## src/rtl/optab_pkg.sv

```systemverilog
package optab_pkg;

    typedef enum logic {
        WALK_IDLE = 1'b0,
        WALK_RUN  = 1'b1
    } walk_state_t;

endpackage

```

## src/rtl/optab_stride.sv

```systemverilog
module optab_stride #(
    parameter int LW = 10,
    localparam int SW = LW + 1
) (
    input  logic [LW-1:0] len,
    output logic [SW-1:0] stride
);

    // Entry holds len+1 words; an even len means an odd word count, so pad.
    always_comb begin
        stride = SW'(len) + SW'(1) + SW'(!len[0]);
    end

endmodule

```

## src/rtl/optab_walker.sv

```systemverilog
module optab_walker
    import optab_pkg::*;
#(
    parameter int LW = 10,
    parameter int IW = 5
) (
    input  logic          clk,
    input  logic          rst_n,
    input  logic          start,
    input  logic          ready,
    input  logic [LW-1:0] len,
    input  logic [IW-1:0] last_idx,
    output logic          busy,
    output logic          issue,
    output logic [IW-1:0] idx,
    output logic [LW-1:0] off,
    output logic          last
);

    typedef struct packed {
        walk_state_t   st;
        logic [IW-1:0] idx;
        logic [LW-1:0] off;
    } walk_t;

    walk_t w_d, w_q;
    logic  end_entry;
    logic  end_table;

    always_comb begin
        w_d       = w_q;
        end_entry = (w_q.off == len);
        end_table = end_entry && (w_q.idx == last_idx);
        issue     = (w_q.st == WALK_RUN) && ready;
        last      = issue && end_table;
        case (w_q.st)
            WALK_IDLE: begin
                if (start) begin
                    w_d.st  = WALK_RUN;
                    w_d.idx = '0;
                    w_d.off = '0;
                end
            end
            default: begin
                if (issue) begin
                    if (end_entry) begin
                        w_d.off = '0;
                        if (end_table) begin
                            w_d.st = WALK_IDLE;
                        end else begin
                            w_d.idx = w_q.idx + IW'(1);
                        end
                    end else begin
                        w_d.off = w_q.off + LW'(1);
                    end
                end
            end
        endcase
    end

    always_ff @(posedge clk or negedge rst_n) begin
        if (!rst_n) begin
            w_q <= '{st: WALK_IDLE, idx: '0, off: '0};
        end else begin
            w_q <= w_d;
        end
    end

    assign busy = (w_q.st == WALK_RUN);
    assign idx  = w_q.idx;
    assign off  = w_q.off;

endmodule

```

## src/rtl/optab_pipe.sv

```systemverilog
module optab_pipe #(
    parameter int AW = 11,
    parameter int LW = 10,
    parameter int IW = 5,
    localparam int SW = LW + 1,
    localparam int PW = IW + SW,
    localparam int XW = ((PW > AW) ? PW : AW) + 2
) (
    input  logic          clk,
    input  logic          rst_n,
    input  logic          in_vld,
    input  logic          in_last,
    input  logic [IW-1:0] in_idx,
    input  logic [LW-1:0] in_off,
    input  logic [AW-1:0] base,
    input  logic [LW-1:0] len,
    input  logic [IW-1:0] last_idx,
    input  logic [SW-1:0] stride,
    output logic [AW-1:0] addr,
    output logic          valid,
    output logic          err,
    output logic          last
);

    typedef struct packed {
        logic          vld;
        logic          last;
        logic          bad;
        logic [PW-1:0] prod;
        logic [XW-1:0] bo;
    } stage1_t;

    typedef struct packed {
        logic [AW-1:0] addr;
        logic          valid;
        logic          err;
        logic          last;
    } stage2_t;

    stage1_t s1_d, s1_q;
    stage2_t s2_d, s2_q;
    logic [XW-1:0] sum;
    logic          ovf;

    always_comb begin
        // stage 1: product and range checks on the request fields
        s1_d.vld  = in_vld;
        s1_d.last = in_vld && in_last;
        s1_d.bad  = (in_idx > last_idx) || (in_off > len);
        s1_d.prod = PW'(in_idx) * PW'(stride);
        s1_d.bo   = XW'(base) + XW'(in_off);

        // stage 2: final sum and address range check
        sum        = XW'(s1_q.prod) + s1_q.bo;
        ovf        = |sum[XW-1:AW];
        s2_d.valid = s1_q.vld && !s1_q.bad && !ovf;
        s2_d.err   = s1_q.vld && (s1_q.bad || ovf);
        s2_d.addr  = s2_d.valid ? sum[AW-1:0] : '0;
        s2_d.last  = s1_q.last;
    end

    always_ff @(posedge clk or negedge rst_n) begin
        if (!rst_n) begin
            s1_q <= '0;
            s2_q <= '0;
        end else begin
            s1_q <= s1_d;
            s2_q <= s2_d;
        end
    end

    assign addr  = s2_q.addr;
    assign valid = s2_q.valid;
    assign err   = s2_q.err;
    assign last  = s2_q.last;

endmodule

```

## src/rtl/optab_addr_gen.sv

```systemverilog
module optab_addr_gen #(
    parameter int AW = 11,
    parameter int LW = 10,
    parameter int IW = 5
) (
    input  logic          clk,
    input  logic          rst_n,
    input  logic [AW-1:0] cfg_base,
    input  logic [LW-1:0] cfg_len,
    input  logic [IW-1:0] cfg_last_idx,
    input  logic          req_valid,
    input  logic [IW-1:0] req_index,
    input  logic [LW-1:0] req_offset,
    input  logic          walk_start,
    input  logic          walk_ready,
    output logic [AW-1:0] out_addr,
    output logic          out_valid,
    output logic          out_err,
    output logic          out_last
);

    localparam int SW = LW + 1;

    logic [SW-1:0] stride;
    logic          walk_busy;
    logic          walk_issue;
    logic [IW-1:0] walk_idx;
    logic [LW-1:0] walk_off;
    logic          walk_last;

    logic          pipe_vld;
    logic          pipe_last;
    logic [IW-1:0] pipe_idx;
    logic [LW-1:0] pipe_off;

    optab_stride #(.LW(LW)) u_stride (
        .len    (cfg_len),
        .stride (stride)
    );

    optab_walker #(.LW(LW), .IW(IW)) u_walker (
        .clk      (clk),
        .rst_n    (rst_n),
        .start    (walk_start),
        .ready    (walk_ready),
        .len      (cfg_len),
        .last_idx (cfg_last_idx),
        .busy     (walk_busy),
        .issue    (walk_issue),
        .idx      (walk_idx),
        .off      (walk_off),
        .last     (walk_last)
    );

    // The walker owns the pipeline input while it runs.
    always_comb begin
        if (walk_busy) begin
            pipe_vld  = walk_issue;
            pipe_last = walk_last;
            pipe_idx  = walk_idx;
            pipe_off  = walk_off;
        end else begin
            pipe_vld  = req_valid;
            pipe_last = 1'b0;
            pipe_idx  = req_index;
            pipe_off  = req_offset;
        end
    end

    optab_pipe #(.AW(AW), .LW(LW), .IW(IW)) u_pipe (
        .clk      (clk),
        .rst_n    (rst_n),
        .in_vld   (pipe_vld),
        .in_last  (pipe_last),
        .in_idx   (pipe_idx),
        .in_off   (pipe_off),
        .base     (cfg_base),
        .len      (cfg_len),
        .last_idx (cfg_last_idx),
        .stride   (stride),
        .addr     (out_addr),
        .valid    (out_valid),
        .err      (out_err),
        .last     (out_last)
    );

endmodule

```

## config.mk

```make
export PLATFORM = sky130hd
export DESIGN_NAME = optab_addr_gen
export DESIGN_NICKNAME = d
export VERILOG_FILES = /design/src/rtl/optab_pkg.sv /design/src/rtl/optab_stride.sv /design/src/rtl/optab_walker.sv /design/src/rtl/optab_pipe.sv /design/src/rtl/optab_addr_gen.sv
export SDC_FILE = /design/constraint.sdc
export NUM_CORES = 1
export LEC_CHECK = 0
export ABC_AREA = 1
export BUFFER_PORTS_ARGS = -buffer_cell sky130_fd_sc_hd__buf_2
export CAP_MARGIN = 20
export CORE_UTILIZATION = 60
export DETAILED_ROUTE_END_ITERATION = 6
export PLACE_DENSITY = 0.79
export SLEW_MARGIN = 25
export SYNTH_ARGS = -nofsm -noshare
export SYNTH_HDL_FRONTEND = slang
export SYNTH_SLANG_ARGS = --single-unit
```

## constraint.sdc

```tcl
create_clock -name clk -period 12.5 [get_ports clk]
set_input_delay 1.25 -clock clk [delete_from_list [all_inputs] [get_ports clk]]
set_output_delay 1.25 -clock clk [all_outputs]
set_load 0.05 [all_outputs]
```

==> metrics.yaml <==
setup_path:
  worstSetupEndpointType: "flip-flop"
  cp_max_fo: 7
  slowest_delay_ps: 550
  cp_num_buf_inv: 4
  crit_path_top_delay_cell: "fa_1"
  r2r_slack_ps: 7660
  critical_path.top_delay_family: "adder cells"
  cp_cell_sequence: "buf_2 -> ha_1 -> nand3_1 -> inv_1 -> nand2_1 -> o21ai_0 -> nand2_1 -> inv_1 -> nand2_1 -> fa_1 -> fa_1 -> inv_1 -> fa_1 -> ha_1 -> a21oi_1 -> o21ai_0 -> a21oi_1 -> nor2_1 -> nand3_1 -> nand3_1 -> xor2_1"
  required_ps: 12730
  path_class: "in2reg"
  cp-start-kind: "input port"
  cp_data_arrival_time_ps: 5220
layout:
  finalNetCount: 928
  fillCellCount: 755
  final_cell_mix: "nand2_1 (165), inv_1 (125), nor2_1 (64), ha_1 (62), dfrtp_1 (60)"
  fin_cells: 908
  drive_gt1_share_pct: 14.8
  layout_commonest_cell: "nand2_1"
  utilization_pct: 69.8
  area_growth_pct: 10.5
  diodes: 0
  multiInputGateArea_mm2: 0.00360
  regArea_mm2: 0.00150
  post-route-cell-area_mm2: 0.00621
power_and_ir_drop:
  power_mw: 0.649
  leakage_nw: 3.54
  max-vdd-ir-drop_mv: 0.0640
  power_density_mw_per_mm2: 105
timing:
  worst_pin_slew_ps: 756
  finalMaxSlewViolations: 0
  slew-limit-headroom_pct: 49.6
  setup_viol: 0
  final.hold.worst_slack_ps: 366
  rsz0062_at_grt: "false"
  hold_viol_final: 0
  fin_crit_sh_pct: 39.9
  clock_skew_ps: 12.3
  setup-tns-final_ps: 0
  min_period_ps: 4990
  finalWorstSetupSlack_ps: 7510
  fmax_mhz: 200
clock_tree:
  cts.sinks: 60
  htree_levels: 3
  clk_path_buf_depth: 2
  cts_setup_buffers: 0
  cts_tree: "yes"
  holdBufCountCts: 0
  clk_pin_slew_ps: 70
  cts-buffers-inserted: 9
  clock_latency_ps: 350
  post_cts_resized: 0
  root_buffer: "clkbuf_8"
logic_synthesis:
  yosys.area_share.simple_pct: 25.6
  ys_async_sr_fraction_pct: 100
  syn_inst: 729
  ys_seq_area_share_pct: 26.7
  synth-xor-area-share_pct: 7.17
  synth_compound_area_share_pct: 8.57
  syn_area_mm2: 0.00562
  ys_ff_latch: 60
  synth_top_family_by_area: "simple AND/OR/NAND/NOR gates"
  synth_nets: 862
  netlist_top_cells_area: "dfrtp_1 (27%), ha_1 (14%), nand2_1 (11%)"
  ys_dominant_reg_cell: "dfrtp_1"
  synth_area_leader_cell: "dfrtp_1"
  synthAdderAreaFrac_pct: 22.7
  muxShareOfSynthArea_pct: 0
  ys.warnings.count: 0
  synth_top_area_share_pct: 26.7
  syn_avg_cell_area_um2: 7.71
  synth_edf_count: 0
  ys_types: 45
grt:
  grt_pass1_vias: 5164
  grt_use_total_pct: 28.8
  overflow: 0
  antenna_found_initial: 0
  grt_max_degree: 61
  grt_first_pass_wirelength_um: 22400
flow_run:
  drv_cap: 0
drt:
  drcViolationCount: 0
  ant_nets: 0
  detailedRoute.firstPassIterationCount: 5
  drt_iter0_drc: 186
  wl_um: 12700
  num_vias: 4883
  vias_per_cell: 5.38
  wl_per_cell_um: 14.0
placement:
  post-place-cells: 892
  place.gp.congestion: 0.942
  dpl_cell_area_mm2: 0.00603
  port_buffers: 59
  place_ws_ps: 7220
  dp_hpwl_um: 10500
status:
  run_status: "finished, final reports clean"
floorplanning:
  row_count: 34
  die-area_mm2: 0.00976
  io_pins: 60
  start_util_pct: 63.2
  core_mm2: 0.00889
  die_x_um: 98.8
  die_h_um: 98.8
worst_hold_path:
  hp-class: "reg2reg"
## sequential cells by signal, indices dropped and copies added (netlist names)
| signal | count |
|---|---|
| u_pipe.addr | 11 |
| u_pipe.err | 1 |
| u_pipe.last | 1 |
| u_pipe.s1_q | 30 |
| u_pipe.valid | 1 |
| u_walker.busy | 1 |
| u_walker.idx | 5 |
| u_walker.off | 10 |
## power by group
group / internal [mW] / leakage (nW) / total, mW / switching (mW)
Clock: 0.0741 / 0.0829 / 0.163 / 0.0885
Sequential: 0.225 / 0.786 / 0.243 / 0.0180
Combinational: 0.0823 / 2.67 / 0.243 / 0.161
Total: 0.382 / 3.54 / 0.649 / 0.268
## worst paths after layout
path / start / to / cells past startpoint
min reg2reg: u_pipe.s1_q[35]$_DFF_PN0_ / u_pipe.last$_DFF_PN0_ / 0
min: u_pipe.s1_q[35]$_DFF_PN0_ / u_pipe.last$_DFF_PN0_ / 0
max: cfg_len[1] / u_pipe.s1_q[32]$_DFF_PN0_ / 21
min in group asynchronous: rst_n / u_pipe.addr[7]$_DFF_PN0_ / 2
max in group asynchronous: rst_n / u_walker.off[9]$_DFFE_PN0P_ / 2
max reg2reg: u_walker.busy$_DFF_PN0_ / u_pipe.s1_q[33]$_DFF_PN0_ / 17
## synthesized netlist by cell type, types with 2 or more instances
library cell / n
nor2_4: 3
a31oi_1: 2
o21ai_2: 3
dfrtp_1: 60
xor2_1: 29
nor3_2: 2
xnor2_1: 17
nor2_1: 64
nand2_2: 6
nand3_1: 33
o22ai_1: 6
nor3_1: 8
inv_2: 5
ha_1: 62
nor2_2: 11
o21ai_1: 4
nand2_1: 165
nand4_1: 14
o31ai_1: 2
nand2_4: 3
or2_2: 3
a21oi_1: 31
buf_2: 3
a21o_1: 3
o211ai_1: 2
fa_1: 25
inv_1: 125
o21ai_0: 21
## logic make-up (layout without fill, tap and decap cells)
family / after synthesis / count (layout)
adders and majority gates: 87 / 87
buffers and inverters: 135 / 206
and+or+nand+nor: 319 / 319
AOI/OAI and AO/OA: 82 / 82
xor gates and xnor gates: 46 / 46
DFF: 60 / 60
## routing by layer
metal | GRT usage, % | up-vias | wire, um
met4 | 12.1 | 0 | 435
met1 | 33.3 | 2280 | 5270
met3 | 4.89 | 37 | 521
met2 | 52.7 | 126 | 6470
met5 | 0 | - | 0
li1 | - | 2440 | -
## final cells by class
type / instances / share of cell area (%)
clock buffers: 9 / 1.99
clock inverters: 7 / 0.927
inverters: 130 / 7.86
multi-input cells: 534 / 58.0
flip-flops and latches: 60 / 24.2
well taps: 108 / 2.18
repair buffers: 60 / 4.88
No activity file was read; power rests on OpenSTA's default activity.
